==> config.mk <==
export PLATFORM = sky130hd
export DESIGN_NAME = tl_bank_ctrl
export DESIGN_NICKNAME = d
export VERILOG_FILES = /design/src/rtl/tl_bank_pkg.sv /design/src/rtl/tl_seg_map.sv /design/src/rtl/tl_req_fifo.sv /design/src/rtl/tl_bank_seq.sv /design/src/rtl/tl_bank_ctrl.sv
export SDC_FILE = /design/constraint.sdc
export NUM_CORES = 1
export LEC_CHECK = 0
export ABC_AREA = 1
export ABC_CLOCK_PERIOD_IN_PS = 2500
export BUFFER_PORTS_ARGS = -buffer_cell sky130_fd_sc_hd__buf_2
export CAP_MARGIN = 25
export CORE_ASPECT_RATIO = 1.25
export CORE_MARGIN = 2
export CORE_UTILIZATION = 55
export DETAILED_ROUTE_END_ITERATION = 12
export PLACE_DENSITY = 0.76
export SETUP_SLACK_MARGIN = 0.5
export SKIP_CTS_REPAIR_TIMING = 1
export SYNTH_ARGS = -nofsm -noshare
export SYNTH_HDL_FRONTEND = slang
export SYNTH_HIERARCHICAL = 1
export SYNTH_SLANG_ARGS = --single-unit
==> constraint.sdc <==
create_clock -name clk -period 2.5 [get_ports clk]
set_input_delay 0.25 -clock clk [delete_from_list [all_inputs] [get_ports clk]]
set_output_delay 0.25 -clock clk [all_outputs]
set_load 0.02 [all_outputs]
==> src/rtl/tl_bank_pkg.sv <==
package tl_bank_pkg;
  typedef enum logic {SEG_FAR = 1'b0, SEG_NEAR = 1'b1} seg_e;

  typedef struct packed {
    logic [7:0] rd;   // cycles from activation to data
    logic [7:0] cyc;  // activation plus precharge
  } seg_timing_t;
endpackage

==> src/rtl/tl_seg_map.sv <==
module tl_seg_map
  import tl_bank_pkg::*;
#(
  parameter int NUM_ROWS = 6,
  parameter int ROW_W    = 3,
  parameter int MAX_NEAR = 2
) (
  input  logic             clk,
  input  logic             rst,
  input  logic             cfg_we,
  input  logic [ROW_W-1:0] cfg_row,
  input  logic             cfg_near,
  output logic             cfg_reject,
  input  logic [ROW_W-1:0] lk_row,
  output seg_e             lk_seg
);
  localparam int CNT_W = $clog2(NUM_ROWS + 1);
  localparam logic [ROW_W:0] ROWS_L = (ROW_W+1)'(NUM_ROWS);
  localparam logic [CNT_W-1:0] MAX_L = CNT_W'(MAX_NEAR);

  logic [NUM_ROWS-1:0] near_map;
  logic [CNT_W-1:0]    near_cnt;
  logic                cfg_in_range, lk_in_range, cur_near, accept;

  assign cfg_in_range = {1'b0, cfg_row} < ROWS_L;
  assign lk_in_range  = {1'b0, lk_row} < ROWS_L;
  assign cur_near     = cfg_in_range && near_map[cfg_row];
  assign accept       = cfg_in_range && (!cfg_near || cur_near || near_cnt < MAX_L);
  assign lk_seg       = (lk_in_range && near_map[lk_row]) ? SEG_NEAR : SEG_FAR;

  always_ff @(posedge clk) begin
    if (rst) begin
      near_map   <= '0;
      near_cnt   <= '0;
      cfg_reject <= 1'b0;
    end else begin
      cfg_reject <= cfg_we && !accept;
      if (cfg_we && accept && (cur_near != cfg_near)) begin
        near_map[cfg_row] <= cfg_near;
        near_cnt <= cfg_near ? near_cnt + 1'b1 : near_cnt - 1'b1;
      end
    end
  end

  assert_near_limit_R8: assert property (@(posedge clk) disable iff (rst)
    $countones(near_map) <= MAX_NEAR);

  assert_reject_keeps_map_R8: assert property (@(posedge clk) disable iff (rst)
    cfg_reject |-> $stable(near_map));
endmodule

==> src/rtl/tl_req_fifo.sv <==
module tl_req_fifo #(
  parameter int W     = 13,
  parameter int DEPTH = 4
) (
  input  logic         clk,
  input  logic         rst,
  input  logic         wr_en,
  input  logic [W-1:0] wr_data,
  output logic         full,
  input  logic         rd_en,
  output logic [W-1:0] rd_data,
  output logic         empty
);
  localparam int AW = (DEPTH > 1) ? $clog2(DEPTH) : 1;
  localparam logic [AW-1:0] LAST = AW'(DEPTH - 1);
  localparam logic [AW:0]   FULL_L = (AW+1)'(DEPTH);

  logic [W-1:0]  mem [DEPTH];
  logic [AW-1:0] wr_ptr, rd_ptr;
  logic [AW:0]   count;

  assign full    = count == FULL_L;
  assign empty   = count == '0;
  assign rd_data = mem[rd_ptr];

  always_ff @(posedge clk) begin
    if (wr_en) mem[wr_ptr] <= wr_data;
  end

  always_ff @(posedge clk) begin
    if (rst) begin
      wr_ptr <= '0;
      rd_ptr <= '0;
      count  <= '0;
    end else begin
      if (wr_en) wr_ptr <= (wr_ptr == LAST) ? '0 : wr_ptr + 1'b1;
      if (rd_en) rd_ptr <= (rd_ptr == LAST) ? '0 : rd_ptr + 1'b1;
      if (wr_en && !rd_en)      count <= count + 1'b1;
      else if (rd_en && !wr_en) count <= count - 1'b1;
    end
  end

  assert_no_overflow_R6: assert property (@(posedge clk) disable iff (rst)
    !(wr_en && full));

  assert_no_underflow_R6: assert property (@(posedge clk) disable iff (rst)
    !(rd_en && empty));
endmodule

==> src/rtl/tl_bank_seq.sv <==
module tl_bank_seq
  import tl_bank_pkg::*;
#(
  parameter int ROW_W    = 3,
  parameter int LAT_W    = 10,
  parameter int NEAR_RD  = 10,
  parameter int NEAR_CYC = 25,
  parameter int FAR_RD   = 15,
  parameter int FAR_CYC  = 50
) (
  input  logic             clk,
  input  logic             rst,
  input  logic             q_empty,
  input  logic [ROW_W-1:0] q_row,
  input  logic [LAT_W-1:0] q_stamp,
  input  seg_e             q_seg,
  input  logic [LAT_W-1:0] now,
  output logic             q_pop,
  output logic             rsp_valid,
  output logic [ROW_W-1:0] rsp_row,
  output logic             rsp_near,
  output logic [LAT_W-1:0] rsp_lat
);
  localparam seg_timing_t TIM_NEAR = '{rd: 8'(NEAR_RD), cyc: 8'(NEAR_CYC)};
  localparam seg_timing_t TIM_FAR  = '{rd: 8'(FAR_RD),  cyc: 8'(FAR_CYC)};

  logic             busy, cur_near;
  logic [7:0]       cnt;
  seg_timing_t      cur_tim, tim_sel;
  logic [ROW_W-1:0] cur_row;
  logic [LAT_W-1:0] cur_stamp;
  logic             data_hit, done_cyc;

  assign tim_sel  = (q_seg == SEG_NEAR) ? TIM_NEAR : TIM_FAR;
  assign data_hit = busy && cnt == cur_tim.rd;
  assign done_cyc = busy && cnt == cur_tim.cyc;
  assign q_pop    = (!busy || done_cyc) && !q_empty;

  always_ff @(posedge clk) begin
    if (q_pop) begin
      cur_tim   <= tim_sel;
      cur_row   <= q_row;
      cur_stamp <= q_stamp;
      cur_near  <= q_seg == SEG_NEAR;
    end
  end

  always_ff @(posedge clk) begin
    if (rst) begin
      busy      <= 1'b0;
      cnt       <= '0;
      rsp_valid <= 1'b0;
      rsp_row   <= '0;
      rsp_near  <= 1'b0;
      rsp_lat   <= '0;
    end else begin
      rsp_valid <= data_hit;
      if (data_hit) begin
        rsp_lat  <= now - cur_stamp;
        rsp_row  <= cur_row;
        rsp_near <= cur_near;
      end
      if (q_pop) begin
        busy <= 1'b1;
        cnt  <= 8'd1;
      end else if (done_cyc) begin
        busy <= 1'b0;
      end else if (busy) begin
        cnt <= cnt + 8'd1;
      end
    end
  end

  assert_rsp_pulse_R10: assert property (@(posedge clk) disable iff (rst)
    rsp_valid |=> !rsp_valid);

  assert_lat_floor_R5: assert property (@(posedge clk) disable iff (rst)
    rsp_valid |-> rsp_lat >= LAT_W'(NEAR_RD + 1));

  assert_interval_bound_R5: assert property (@(posedge clk) disable iff (rst)
    busy |-> (cnt >= 8'd1 && cnt <= cur_tim.cyc));
endmodule

==> src/rtl/tl_bank_ctrl.sv <==
module tl_bank_ctrl
  import tl_bank_pkg::*;
#(
  parameter int NUM_ROWS   = 6,
  parameter int ROW_W      = 3,
  parameter int MAX_NEAR   = 2,
  parameter int FIFO_DEPTH = 4,
  parameter int LAT_W      = 10,
  parameter int NEAR_RD    = 10,
  parameter int NEAR_CYC   = 25,
  parameter int FAR_RD     = 15,
  parameter int FAR_CYC    = 50
) (
  input  logic             clk,
  input  logic             rst,
  input  logic             req_valid,
  output logic             req_ready,
  input  logic [ROW_W-1:0] req_row,
  output logic             rsp_valid,
  output logic [ROW_W-1:0] rsp_row,
  output logic             rsp_near,
  output logic [LAT_W-1:0] rsp_lat,
  input  logic             cfg_we,
  input  logic [ROW_W-1:0] cfg_row,
  input  logic             cfg_near,
  output logic             cfg_reject
);
  localparam int ENTRY_W = ROW_W + LAT_W;

  logic [LAT_W-1:0]   now;
  logic               q_full, q_empty, q_pop, q_push;
  logic [ENTRY_W-1:0] q_out;
  seg_e               q_seg;

  always_ff @(posedge clk) begin
    if (rst) now <= '0;
    else     now <= now + 1'b1;
  end

  assign req_ready = !q_full;
  assign q_push    = req_valid && req_ready;

  tl_req_fifo #(.W(ENTRY_W), .DEPTH(FIFO_DEPTH)) u_fifo (
    .clk(clk), .rst(rst),
    .wr_en(q_push), .wr_data({req_row, now}), .full(q_full),
    .rd_en(q_pop), .rd_data(q_out), .empty(q_empty)
  );

  tl_seg_map #(.NUM_ROWS(NUM_ROWS), .ROW_W(ROW_W), .MAX_NEAR(MAX_NEAR)) u_map (
    .clk(clk), .rst(rst),
    .cfg_we(cfg_we), .cfg_row(cfg_row), .cfg_near(cfg_near), .cfg_reject(cfg_reject),
    .lk_row(q_out[ENTRY_W-1 -: ROW_W]), .lk_seg(q_seg)
  );

  tl_bank_seq #(
    .ROW_W(ROW_W), .LAT_W(LAT_W),
    .NEAR_RD(NEAR_RD), .NEAR_CYC(NEAR_CYC), .FAR_RD(FAR_RD), .FAR_CYC(FAR_CYC)
  ) u_seq (
    .clk(clk), .rst(rst),
    .q_empty(q_empty), .q_row(q_out[ENTRY_W-1 -: ROW_W]), .q_stamp(q_out[LAT_W-1:0]),
    .q_seg(q_seg), .now(now), .q_pop(q_pop),
    .rsp_valid(rsp_valid), .rsp_row(rsp_row), .rsp_near(rsp_near), .rsp_lat(rsp_lat)
  );
endmodule

==> summary.txt, run 1 <==
Syn avg cell area: 9.126 um^2
Sequential-to-total area share from yosys stat: 54.93%
GR Overflow Total: 0
FILL cells: 806
Post-Layout Cell Count: 800
Drt first pass iters: 5
First-pass GRT wire length: 17870 um
Crit Path Max Fanout: 6
Iter 0 DRT Violations: 229
Inserted Clock Buffers: 17
Setup Viol. Count Final: 0
Setup crit start kind: flip-flop
Critical setup path kind: flip-flop to flip-flop
Largest cells by area after synthesis: edfxtp_1 36%, dfxtp_1 19%, nand2_1 7.0%
Maximum VDD drop: 0.0005411 V
Clock-pin transition on the worst setup and hold timing paths: 0.05 ns
Share of cells above drive strength 1: 17.29%
Largest area contributor in the netlist: edfxtp_1
Detail Route met2 WL: 5932 um
Dpl cells: 762
CTS tree: yes
Skew final: 0.01398 ns
P per Cell Area: 1042 mW/mm^2
Gpl congestion: 0.8141
Initial antenna violation count: 0
Root buffer cell: clkbuf_16
IO Pins: 28
CP arrival: 2.39 ns
Post-Syn Nets: 645
Fin. Hold Viols: 0
Final net count: 690
Status: complete, no violations
Drt wl/cell: 14.13 um
Pin count of the biggest net entering global routing: 27
Clock latency on the worst-skew pair: 0.42 ns
Clock tree sinks: 120
Port buffer count: 27
Post-synth design cell area: 0.005594 mm^2
Met3 WL: 476 um
Yosys top cell area share: 35.97%
Synthesized flop and latch total: 120
DRT Wirelength: 11300 um
Ant diodes: 0
# Max-Cap Violations: 0
Final Cycle Share: 83.34%
Synth cell types: 36
Vias per cell: 5.241
Routed vias: 4193
Site row count: 41
Final ANT Viol Nets: 0
Met1 wire length: 4785 um
Commonest non-fill, non-tap cells in the layout: 100 x nor2_1, 100 x nand2_1, 68 x inv_1, 67 x edfxtp_1, 49 x dfxtp_1
Synth warn: 6
Max clock buf depth: 2
H-tree depth: 4
Fin. max-slew vios: 0
Worst Setup SP: u_seq/cnt[6]
Post-route DRC: 0
Top layer in use: met4
HPWL after DPL: 7425 um
Die Y: 116.8 um
Layout area overhead: 16.22%
Die area: 0.01100 mm^2
RR Startpoint: u_seq/cnt[6]
Fin Setup TNS: 0 ns
RSZ-0062 raised after global routing: true
Worst slew pin tran: 0.6310 ns
CP required: 2.81 ns
Minimum clock period after layout: 2.083 ns
Post-Synthesis Cells: 613
Total core area: 0.01000 mm^2
HP Class: input pin to flip-flop
Die Wd: 94.21 um
Leakage: 0.002723 uW
Max_slew headroom: 57.89%
Peak Freq: 480.0 MHz
GRT Util Overall: 21.49%
Crit. End Element: flip-flop
Fin Hold WS: 0.04930 ns
Vias in the first global route: 4003
Hold_sp: req_row[2]
Starting Density: 55.92%
[cells by family (layout without fill, tap and decap cells)]
logic type	count (synthesis)	after routing	share of synthesized area, %
compound gates	95	95	9.126
xor+xnor	11	11	1.722
fa+ha+maj	21	21	5.100
buf+inv	95	153	8.030
flops	120	120	54.93
simple gates	271	271	21.09
[per-layer routing]
layer | track usage (%) | vias to the layer above
met2 | 37.90 | 91
met5 | 0 | -
met3 | 5.161 | 11
met1 | 24.56 | 1973
li1 | - | 2118
met4 | 10.14 | 0
[worst paths after layout]
kind | to | slack (ns) | cells after the start
worst max-delay path | u_fifo/count[1] | 0.42 | 13
worst min-delay path | u_fifo/mem[2][12] | 0.05 | 1
worst max register to register | u_fifo/count[1] | 0.42 | 13
worst min register to register | u_fifo/mem[3][0] | 0.47 | 0
[final cells by class]
type	count	area, um^2	area share, %
tap	129	161.4	2.483
sequential	120	3083	47.42
inverter	81	320.3	4.927
clock inverter	5	48.80	0.7506
clock buffer	27	503.0	7.737
multi-input combinational	398	2152	33.10
timing repair buffer	40	232.7	3.580
[registers in the layout (all words and copies together) (netlist names), named ones only]
signal / flops
u_fifo/mem: 52
u_seq/cur_stamp: 10
u_seq/rsp_lat: 10
u_seq/rsp_near: 1
u_fifo/count: 3
u_seq/rsp_row: 3
u_map/near_cnt: 3
now: 10
u_fifo/wr_ptr: 2
u_map/near_map: 6
u_fifo/rd_ptr: 2
u_seq/cnt: 8
u_seq/busy: 1
u_seq/rsp_valid: 1
u_map/cfg_reject: 1
u_seq/cur_tim: 2
u_seq/cur_row: 3
[power by group]
part	leakage [uW]	switching [uW]	internal (uW)	total (uW)
clock	0.000273	787	1460	2250
combinational	0.00140	1170	661	1830
sequential	0.00105	202	2490	2700
total	0.00272	2160	4620	6780
[per-stage QoR]
step	util [%]	total power (uW)	area (um^2)	worst slack, ns
after floorplan	-	4044	5618	0.3390
after global placement	58.30	4289	5832	0.4438
after detailed placement	58.30	4392	5832	0.3701
after CTS	63.81	6671	6384	0.3645
after global routing	64.99	7143	6501	0.2949
final	64.99	6777	6501	0.4166
[synthesized netlist by cell type, drive strengths merged]
cell type and instances:
nor2 110, nand2 107, inv 81, edfxtp 67, dfxtp 53, o21ai 49, nand3 37, a21oi 30
ha 18, o22ai 13, buf 12, nand4 8, nor3 8, xor2 6, xnor2 5, fa 3
clkbuf 2, o21a 2, nand3b 1, o211ai 1
[worst max-delay path: stages (launching register included)]
cell and delay [ns]:
dfxtp_1 0.32, inv_1 0.09, nand2_2 0.09, nor3_4 0.21, nand3_4 0.14, nand2_4 0.11
nand2_4 0.06, clkinvlp_4 0.08, inv_4 0.04, ha_4 0.15, inv_2 0.07, fa_2 0.44
o21ai_2 0.12, nor2_1 0.05
Power figures use the tool's default switching activity.
==> run 2, diff against run 1 <==
ABC_CLOCK_PERIOD_IN_PS = 1800   (was 2500)
clock period = 1.8 ns   (was 2.5 ns; I/O delays follow)
==> run 2 against run 1 <==
Compared with the run above: the run now ends with setup timing left; critical endpoint unchanged; critical path depth unchanged; clock power up 44%; count of clock-buffer cells in the layout down 9; flip-flop and latch count unchanged.
==> summary.txt, run 2 (synthesized netlist as in run 1, its figures left out) <==
Status: finished with violations (was complete, no violations)
Failing checks: setup timing
Leakage: 0.003006 uW (was 0.002723 uW)
Post-route DRC: 0 (unchanged)
Max clock buf depth: 2 (unchanged)
Critical setup path kind: flip-flop to flip-flop (unchanged)
Minimum clock period after layout: 2.032 ns (was 2.083 ns)
Place WS: -0.2249 ns (was 0.3701 ns)
FILL cells: 644 (was 806)
Commonest non-fill, non-tap cells in the layout: 87 x nand2_1, 83 x nor2_1, 67 x edfxtp_1, 57 x inv_1, 43 x buf_4 (was 100 x nor2_1, 100 x nand2_1, 68 x inv_1, 67 x edfxtp_1, 49 x dfxtp_1)
# Max-Cap Violations: 0 (unchanged)
Post-route cell area: 0.007381 mm^2 (was 0.006501 mm^2)
Share of cells above drive strength 1: 35.67% (was 17.29%)
Crit-path max cell delay: 0.46 ns (was 0.44 ns)
CTS tree: yes (unchanged)
Final Cycle Share: 112.9% (was 83.34%)
Root buffer cell: clkbuf_16 (unchanged)
IO Pins: 28 (unchanged)
Fin. Hold Viols: 0 (unchanged)
Buf+Inv Stages, Crit Path: 3 (was 4)
Detail Route met2 WL: 6703 um (was 5932 um)
H-tree depth: 4 (unchanged)
Crit path cell chain: nor2_2 > nand2_1 > nand2_2 > nand3_2 > nand2_2 > nand2_2 > clkinvlp_4 > inv_2 > ha_4 > inv_4 > fa_2 > o21ai_2 > nor2_1 (was inv_1 > nand2_2 > nor3_4 > nand3_4 > nand2_4 > nand2_4 > clkinvlp_4 > inv_4 > ha_4 > inv_2 > fa_2 > o21ai_2 > nor2_1)
Setup Viol. Count Final: 2 (was 0)
Site row count: 41 (unchanged)
Crit Path Max Fanout: 4 (was 6)
CP max-delay cell: edfxtp_1 (was fa_2)
Peak Freq: 492.2 MHz (was 480.0 MHz)
Pin count of the biggest net entering global routing: 24 (was 27)
HPWL after DPL: 7834 um (was 7425 um)
First-pass GRT wire length: 19060 um (was 17870 um)
Most Frequent Cell on Critical Path: nand2_2 (was nand2_4)
Inserted Clock Buffers: 17 (unchanged)
Ant diodes: 0 (unchanged)
Total core area: 0.01000 mm^2 (unchanged)
Final WS setup: -0.2318 ns (was 0.4166 ns)
Dpl cell area: 0.006334 mm^2 (was 0.005832 mm^2)
Maximum VDD drop: 0.0009000 V (was 0.0005411 V)
Crit. End Element: flip-flop (unchanged)
RSZ-0062 raised after global routing: true (unchanged)
Routed vias: 4571 (was 4193)
Tot Pwr: 10470 uW (was 6777 uW)
Gpl congestion: 0.8684 (was 0.8141)
Final ANT Viol Nets: 0 (unchanged)
Final net count: 731 (was 690)
Vias in the first global route: 4210 (was 4003)
Clock latency on the worst-skew pair: 0.41 ns (was 0.42 ns)
CP required: 2.10 ns (was 2.81 ns)
Met3 WL: 590 um (was 476 um)
Setup crit start kind: flip-flop (unchanged)
Drt wl/cell: 15.32 um (was 14.13 um)
Met1 wire length: 5303 um (was 4785 um)
HP Class: input pin to flip-flop (unchanged)
Top layer in use: met4 (unchanged)
CP arrival: 2.33 ns (was 2.39 ns)
Skew final: 0.007713 ns (was 0.01398 ns)
Layout area overhead: 31.94% (was 16.22%)
Fin. max-slew vios: 0 (unchanged)
Drt first pass iters: 6 (was 5)
Max_slew headroom: 70.22% (was 57.89%)
Port buffer count: 27 (unchanged)
P per Cell Area: 1419 mW/mm^2 (was 1042 mW/mm^2)
Die area: 0.01100 mm^2 (unchanged)
Most common cell after layout, fill and taps aside: nand2_1
Largest register FFs: 52 (unchanged)
GR Overflow Total: 0 (unchanged)
Most flop-heavy register: u_fifo/mem (unchanged)
Initial antenna violation count: 0 (unchanged)
Die Y: 116.8 um (unchanged)
DRT Wirelength: 12880 um (was 11300 um)
Clock tree sinks: 120 (unchanged)
GRT Util Overall: 22.71% (was 21.49%)
Worst slew pin tran: 0.4462 ns (was 0.6310 ns)
Iter 0 DRT Violations: 411 (was 229)
Clock-pin transition on the worst setup and hold timing paths: 0.06 ns (was 0.05 ns)
Vias per cell: 5.435 (was 5.241)
Top delay family on crit path: adder cells (was simple AND/OR/NAND/NOR gates)
Die Wd: 94.21 um (unchanged)
Starting Density: 55.92% (unchanged)
run 2: metal layers:
layer / GRT usage (%) / vias up
met3: 5.871 / 34
met2: 39.14 / 164
met1: 27.25 / 2163
met5: 0 / -
met4: 8.986 / 0
li1: - / 2210
run 2: path summary, 6_finish.rpt:
kind | from | to | slack, ns | cells past startpoint
max | u_seq/cur_tim[1] | u_fifo/count[1] | -0.23 | 13
min | cfg_we | u_map/cfg_reject | 0.05 | 3
max reg2reg | u_seq/cur_tim[1] | u_fifo/count[1] | -0.23 | 13
min reg2reg | u_map/near_map[1] | u_map/near_map[1] | 0.48 | 2
run 2: metrics by stage:
step,setup TNS [ns],cells,utilization [%],hold WS (ns)
after floorplan,-0.7331,613,-,0.2371
after global placement,-0.4035,794,63.31,0.3961
after detailed placement,-1.091,794,63.31,0.4011
after CTS,-0.4591,826,69.07,-0.03463
after global routing,-0.6404,841,73.78,0.04075
final,-0.4520,841,73.78,0.04588
run 2: worst register-to-register path: cells and delay by family (launching register included):
kind                     cells  cell delay [ns]
buffers and inverters        3             0.17
AND/OR/NAND/NOR              7             0.57
adder cells (fa/ha/maj)      2             0.59
AO/OA/AOI/OAI                1             0.12
flip-flops                   1             0.46
run 2: layout make-up:
cell class                      count  area, um^2  area share [%]
Clock buffer                       18       450.4           6.103
Clock inverter                     14       125.1           1.695
Inverter                           81       387.9           5.255
Multi-Input combinational cell    399        2566           34.77
Sequential cell                   120        3115           42.21
Tap cell                          129       161.4           2.187
Timing Repair Buffer               78       556.8           7.544
Timing Repair inverter              2       17.52          0.2373
run 2: report_power, final:
group,internal [uW],switching (uW),leakage [uW]
clock network,1900,1350,0.000285
registers,3460,248,0.00106
logic,1450,2070,0.00166
total,6810,3670,0.00301
